### src/rtl/sfd_pkg.sv
package sfd_pkg;

  // Sequencer states, one pass per switching period
  typedef enum logic [2:0] {
    ST_WAIT_ON  = 3'd0,
    ST_ON_EARLY = 3'd1,
    ST_ON_CHECK = 3'd2,
    ST_ON_LATE  = 3'd3,
    ST_TRIPPED  = 3'd4
  } ctl_state_e;

  // Events handed from the datapath to the sequencer
  typedef struct packed {
    logic turnOn;
    logic midOn;
    logic turnOff;
    logic slopeUp;
  } dp_strobes_t;

endpackage

### src/rtl/slope_sign.sv
module slope_sign #(
  parameter int W   = 12,
  parameter int LAG = 4
) (
  input  logic         clk,
  input  logic         rst,
  input  logic         sampleValid,
  input  logic [W-1:0] sample,
  output logic         rising
);
  localparam int FILL_W = $clog2(LAG + 1);
  localparam logic [FILL_W-1:0] FULL = FILL_W'(LAG);

  logic [W-1:0]      tapLine [LAG];
  logic [FILL_W-1:0] fill;
  logic              signQ;

  always_ff @(posedge clk) begin
    if (rst) begin
      for (int i = 0; i < LAG; i++) tapLine[i] <= '0;
      fill  <= '0;
      signQ <= 1'b0;
    end else if (sampleValid) begin
      tapLine[0] <= sample;
      for (int i = 1; i < LAG; i++) tapLine[i] <= tapLine[i-1];
      if (fill != FULL) begin
        fill <= fill + 1'b1;
      end else begin
        // oldest tap holds the sample taken LAG strobes ago
        if (sample > tapLine[LAG-1])      signQ <= 1'b1;
        else if (sample < tapLine[LAG-1]) signQ <= 1'b0;
      end
    end
  end

  assign rising = signQ;

endmodule

### src/rtl/sfd_datapath.sv
module sfd_datapath
  import sfd_pkg::*;
#(
  parameter int W      = 12,
  parameter int LAG    = 4,
  parameter int STAGES = 2
) (
  input  logic                         clk,
  input  logic                         rst,
  input  logic                         sampleValid,
  input  logic [STAGES-1:0][W-1:0]     samples,
  input  logic [STAGES-1:0]            gates,
  input  logic                         midStrobe,
  output dp_strobes_t                  strobes
);
  logic [STAGES-1:0] chanSign;
  logic              gateAll;
  logic              gatePrev;

  for (genvar s = 0; s < STAGES; s++) begin : g_chan
    slope_sign #(.W(W), .LAG(LAG)) u_sign (
      .clk        (clk),
      .rst        (rst),
      .sampleValid(sampleValid),
      .sample     (samples[s]),
      .rising     (chanSign[s])
    );
  end

  assign gateAll = &gates;

  always_ff @(posedge clk) begin
    if (rst) gatePrev <= 1'b0;
    else     gatePrev <= gateAll;
  end

  always_comb begin
    strobes.turnOn  = gateAll & ~gatePrev;
    strobes.turnOff = ~gateAll & gatePrev;
    strobes.midOn   = midStrobe;
    strobes.slopeUp = &chanSign;
  end

endmodule

### src/rtl/sfd_control.sv
module sfd_control
  import sfd_pkg::*;
(
  input  logic        clk,
  input  logic        rst,
  input  dp_strobes_t strobes,
  output logic        faultFlag
);
  ctl_state_e state, stateNext;

  always_comb begin
    stateNext = state;
    unique case (state)
      ST_WAIT_ON:  if (strobes.turnOn)  stateNext = ST_ON_EARLY;
      ST_ON_EARLY: if (strobes.midOn)   stateNext = ST_ON_CHECK;
      ST_ON_CHECK: stateNext = strobes.slopeUp ? ST_ON_LATE : ST_TRIPPED;
      ST_ON_LATE:  if (strobes.turnOff) stateNext = ST_WAIT_ON;
      ST_TRIPPED:  stateNext = ST_TRIPPED;
      default:     stateNext = ST_WAIT_ON;
    endcase
  end

  always_ff @(posedge clk) begin
    if (rst) state <= ST_WAIT_ON;
    else     state <= stateNext;
  end

  assign faultFlag = (state == ST_TRIPPED);

endmodule

### src/rtl/sw_fault_monitor.sv
module sw_fault_monitor
  import sfd_pkg::*;
#(
  parameter int SAMPLE_W = 12,
  parameter int LAG      = 4
) (
  input  logic                clk,
  input  logic                rst,
  input  logic                sampleValid,
  input  logic [SAMPLE_W-1:0] curA,
  input  logic [SAMPLE_W-1:0] curB,
  input  logic                gateA,
  input  logic                gateB,
  input  logic                midStrobe,
  output logic                faultFlag
);
  localparam int STAGES = 2;

  logic [STAGES-1:0][SAMPLE_W-1:0] samples;
  logic [STAGES-1:0]               gates;
  dp_strobes_t                     dpStrobes;

  assign samples[0] = curA;
  assign samples[1] = curB;
  assign gates      = {gateB, gateA};

  sfd_datapath #(.W(SAMPLE_W), .LAG(LAG), .STAGES(STAGES)) u_data (
    .clk        (clk),
    .rst        (rst),
    .sampleValid(sampleValid),
    .samples    (samples),
    .gates      (gates),
    .midStrobe  (midStrobe),
    .strobes    (dpStrobes)
  );

  sfd_control u_ctl (
    .clk      (clk),
    .rst      (rst),
    .strobes  (dpStrobes),
    .faultFlag(faultFlag)
  );

endmodule

### config.mk
export PLATFORM = sky130hd
export DESIGN_NAME = sw_fault_monitor
export DESIGN_NICKNAME = d
export VERILOG_FILES = /design/src/rtl/sfd_pkg.sv /design/src/rtl/slope_sign.sv /design/src/rtl/sfd_datapath.sv /design/src/rtl/sfd_control.sv /design/src/rtl/sw_fault_monitor.sv
export SDC_FILE = /design/constraint.sdc
export NUM_CORES = 1
export LEC_CHECK = 0
export ABC_AREA = 1
export CAP_MARGIN = 20
export CORE_MARGIN = 2
export CORE_UTILIZATION = 63
export DETAILED_ROUTE_END_ITERATION = 8
export GPL_TIMING_DRIVEN = 1
export HOLD_SLACK_MARGIN = 0.03
export PLACE_DENSITY_LB_ADDON = 0.3
export SLEW_MARGIN = 20
export SYNTH_ARGS = -nofsm -noshare
export SYNTH_HDL_FRONTEND = slang
export SYNTH_SLANG_ARGS = --single-unit
### constraint.sdc
create_clock -name clk -period 9.1 [get_ports clk]
set_input_delay 1.82 -clock clk [delete_from_list [all_inputs] [get_ports clk]]
set_output_delay 1.82 -clock clk [all_outputs]
set_load 0.01 [all_outputs]
Yosys cells after proc, flatten, opt, wreduce, memory -nomap -nowiden
Memories as Yosys holds them, arrays and structs flattened.
Cells that the tools add are included.
{ "word_totals": {"ff_bits": 12, "mem_bits_rw": 96, "in_bits": 30, "elab_cells": 69, "memories": 2} }
{ "classes": {"addsub": 2, "order_cmp": 4, "eq_ne": 9, "mux": 22, "bitwise": 14, "reduce_logical": 10} }
{ "memory_table": {"columns": ["memory", "depth", "width", "read_ports", "rd_clocked_by_memory_dff", "wr", "line", "rtl"], "rows": [
  ["u_data.g_chan[0].u_sign.tapLine", 4, 12, 4, 0, 4, "slope_sign.sv:14", "logic [W-1:0] tapLine [LAG];"],
  ["u_data.g_chan[1].u_sign.tapLine", 4, 12, 4, 0, 4, "slope_sign.sv:14", null]
]} }
{ "op_table": {"columns": ["operator", "count"], "rows": [
  ["$mux 12", 8],
  ["$gt 12x12->1", 2],
  ["$lt 12x12->1", 2],
  ["$pmux 3 s5", 1],
  ["$mux 3", 4],
  ["$mux 1", 9],
  ["$reduce_and 3->1", 3],
  ["$or 1x1->1", 8],
  ["$reduce_and 2->1", 4],
  ["$add 3x1->3 const B", 2],
  ["$eq 3x2->1 const B", 2],
  ["$ne 2x2->1 const B", 3],
  ["$ne 3x3->1 const B", 2],
  ["$not 1->1", 4],
  ["$reduce_bool 2->1", 2],
  ["$eq 3x1->1 const B", 1],
  ["$eq 3x3->1 const B", 1],
  ["$logic_not 3->1", 1],
  ["$and 1x1->1", 2]
]} }

Logic depth before layout (Yosys ltp)
{ "logic_depth": {"depth_word": 5, "mapped_depth": 10, "ltp_nobuf": 10} }

Hierarchy
A second synthesis with hierarchy kept.
{ "unflattened": {"cells_unflattened": 513, "area_unflattened_um2": 5165.0} }
{ "modules_own_cells": {"columns": ["mod", "instances", "cells_each", "area_per_inst_um2", "seq_area_each_um2"], "rows": [
  ["slope_sign", 2, 235, 2452.4, 1521.5],
  ["sfd_control", 1, 34, 205.2, 60.1],
  ["sfd_datapath", 1, 9, 55.1, 20.0]
]} }

Worst setup path after synthesis
No wires, ideal clock.
{ "synth_timing": {"path_kind": "in2reg", "startpoint": "in rst", "endpoint": "mem u_data.g_chan[0].u_sign.tapLine[0][0] (enable)", "t_arrival_ns": 3.506, "required_ns": 8.194, "setup_slack_ns": 4.688, "path_stages": 2, "path_buffers": 0, "cell_sequence": "inv_2 nand2_1"} }
{ "synth_rtl": {"columns": ["item", "line", "rtl"], "rows": [
  ["start, declared", "sw_fault_monitor.sv:8", "input logic rst,"],
  ["end, declared", "slope_sign.sv:14", null]
]} }

==> impl_metrics.tcl <==
set metrics [dict create \
    synthCells 502 \
    place_area_um2 5310 \
    hold_slack_ns 0.494 \
    cp-end-kind "flop" \
    synth_xor_area_share_pct 0.354 \
    whs_path_depth 2 \
    die_height_um 92.6 \
    path_depth 4 \
    worst_slack_ns 5.70 \
    cts_max_level 3 \
    hpwlAfterDp_um 4860 \
    cts_tree "yes" \
    initial_core_util_pct 64.7 \
    tns_ns 0 \
    synth_area_um2 4950 \
    p_per_area_nw_per_um2 173 \
    hold_buffers 0 \
    grt_max_degree 97 \
    post-cts-setup-buffer-count 0 \
    clkLatencyLatePin_ns 0.36 \
    fin_crit_sh_pct 37.4 \
    drive_above_1_share_pct 3.53 \
    fillers 563 \
    grt_pass1_vias 2830 \
    arrival_ns 3.40 \
    reg2reg_depth 9 \
    start_kind "primary input" \
    vias 3014 \
    multiInputGateArea_um2 1200 \
    diodes 0 \
    slew_violations 0 \
    port_buffers 30 \
    grt_usage_pct 18.9 \
    peakVddDrop_v 0.000119 \
    post-place-ws_ns 5.07 \
    hold_path_class "flop to flop" \
    synth_top_family_by_area "simple AND/OR/NAND/NOR gates" \
    post_cts_resized 0 \
    firstDrtPassIters 4 \
    finalSetupViolCount 0 \
    core_area_um2 7650 \
    die_w_um 92.6 \
    worst_pin_slew_ns 0.947 \
    synth_compound_area_share_pct 2.12 \
    clockBufferDepth 2 \
    grt.overflow.total 0 \
    yosysTopAreaCellShare_pct 58.3 \
    slowest_delay_ns 0.63 \
    worstSetupPathType "primary input to flop" \
    yosysTopAreaCell "edfxtp_1" \
    die_area_um2 8580 \
    synth_cell_type_count 16 \
    routedWlPerCell_um 11.5 \
    cp.buffers_inverters 3 \
    synthMuxAreaShare_pct 0 \
    synthToLayoutAreaGrowth_pct 11.3 \
    synthSimpleGateAreaFrac_pct 14.6 \
    path_clk_slew_ns 0.10 \
    fin_area_um2 5500 \
    worst_path_max_delay_cell "clkdlybuf4s50_1" \
    path_max_fanout 96 \
    grt_pass1_wl_um 12400 \
    synth.avg_cell_area_um2 9.85 \
    wirelength_um 7390 \
    yosys.area_share.adder_pct 7.08 \
    timing.fmax_mhz 294 \
    viasPerCell 4.70 \
    crit_family "buffers and inverters" \
    cts_buffers 9 \
    maxSlewHeadroom_pct 36.9 \
    fin_crit_ns 3.40 \
    clock_skew_ns 0.00917 \
    ys_warn_count 0 \
    ys_ff_latch 108 \
    nNetsFinal 592 \
    cts_root_buffer "clkbuf_8" \
    hold_viol 0 \
    path_cells "clkdlybuf4s50_1 > inv_2 > nand2_4 > buf_6" \
    drt.antenna.violating_nets 0 \
    cts.sinks 108 \
    io_pins 31 \
    leakagePower_nw 2.48 \
    synth-seq-area-share_pct 63.1 \
    regArea_um2 3120 \
    synth_area_leaders "edfxtp_1, inv_1, nor2_1" \
    grt_antenna_before_repair 0 \
    status "finished clean" \
    maxCapViolations 0 \
    required_ns 9.10 \
    drc 0 \
    gp_congestion 0.801 \
    drtIter0Drc 255 \
    synth_fp_nets 560 \
    rows 32 \
    rsz0062_at_grt "false" \
]
==> worst min-delay path, stage by stage, from the launching register on <==
cell	delay (ns)
dfxtp_1	0.33
inv_1	0.07
a21oi_1	0.06
==> placed cells by master, fill, tap and decap left out, types with 2 or more instances in the layout <==
master           instances
inv_1                  144
clkdlybuf4s50_1         30
ha_1                    28
nand2_4                  2
a21oi_1                 16
o21ai_0                  5
edfxtp_1                96
inv_4                    2
clkbuf_8                 9
nand2_1                 56
nand3_1                  6
dfxtp_1                 12
nor2_1                 122
xor2_1                   2
inv_6                    2
==> Yosys cell counts <==
cell type and n:
inv_1 144, nor2_1 122, edfxtp_1 96, nand2_1 57, ha_1 28, a21oi_1 16
dfxtp_1 12, nand3_1 6, buf_2 5, buf_6 5, o21ai_0 5, xor2_1 2
and2_1 1, inv_2 1, nand2_4 1, nor3_1 1
==> layer usage <==
layer  part of all wire, %  routed length [µm]  up-vias  global-route usage, %
met3                   4.8                 351       10                   5.21
li1                      -                   -     1574                      -
met2                    49                3650       58                   32.3
met4                   1.4                 102        0                   5.22
met1                    44                3280     1372                   23.8
met5                     0                   0        -                      0
==> registers in the layout (all words and copies together) (netlist names) <==
| register | cells |
|---|---|
| u_ctl.state | 3 |
| u_data.g_chan.u_sign.rising | 2 |
| u_data.g_chan.u_sign.tapLine | 96 |
| u_data.gatePrev | 1 |
| u_data.g_chan.u_sign.fill | 6 |
==> path summary, 6_finish.rpt <==
check,slack [ns],endpoint,start
setup / recovery,5.70,u_data.g_chan[0].u_sign.tapLine[0][0]$_SDFFCE_PN0P_,rst
hold / removal,0.49,u_data.g_chan[1].u_sign.fill[1]$_SDFFE_PP0P_,u_data.g_chan[1].u_sign.fill[1]$_SDFFE_PP0P_
setup reg to reg,7.72,u_data.g_chan[1].u_sign.rising$_SDFFE_PP0P_,u_data.g_chan[1].u_sign.tapLine[3][9]$_SDFFCE_PN0P_
hold reg to reg,0.49,u_data.g_chan[1].u_sign.fill[1]$_SDFFE_PP0P_,u_data.g_chan[1].u_sign.fill[1]$_SDFFE_PP0P_
==> metrics by stage <==
| stage | total power [mW] | cells | util, % |
|---|---|---|---|
| 3_3_place_gp | 0.678 | 625 | 69.4 |
| 5_1_grt | 0.998 | 641 | 72.0 |
| 6_report | 0.953 | 641 | 72.0 |
| 3_5_place_dp | 0.684 | 625 | 69.4 |
| 4_1_cts | 0.959 | 641 | 71.9 |
| 2_1_floorplan | 0.653 | 502 | - |
==> cell families (layout without fill, tap and decap cells) <==
| family | Yosys count | count (layout) |
|---|---|---|
| and+or+nand+nor | 188 | 188 |
| buffers and inverters | 155 | 192 |
| DFF | 108 | 108 |
| adders and majority gates | 28 | 28 |
| AOI/OAI and AO/OA | 21 | 21 |
| xor gates and xnor gates | 2 | 2 |
==> area by class of cell <==
type | count | area share [%]
clock buffers | 11 | 2.77
clock inverters | 5 | 0.705
inverters | 145 | 9.89
multi-input cells | 239 | 21.9
flip-flops and latches | 108 | 56.8
well taps | 102 | 2.32
repair buffers | 31 | 5.66
==> power by group <==
part           internal, mW  switching (mW)
Sequential            0.572         0.00993
Combinational        0.0355          0.0543
Clock                 0.119           0.161
Total                 0.727           0.225
(Power assumes the default switching activity.)
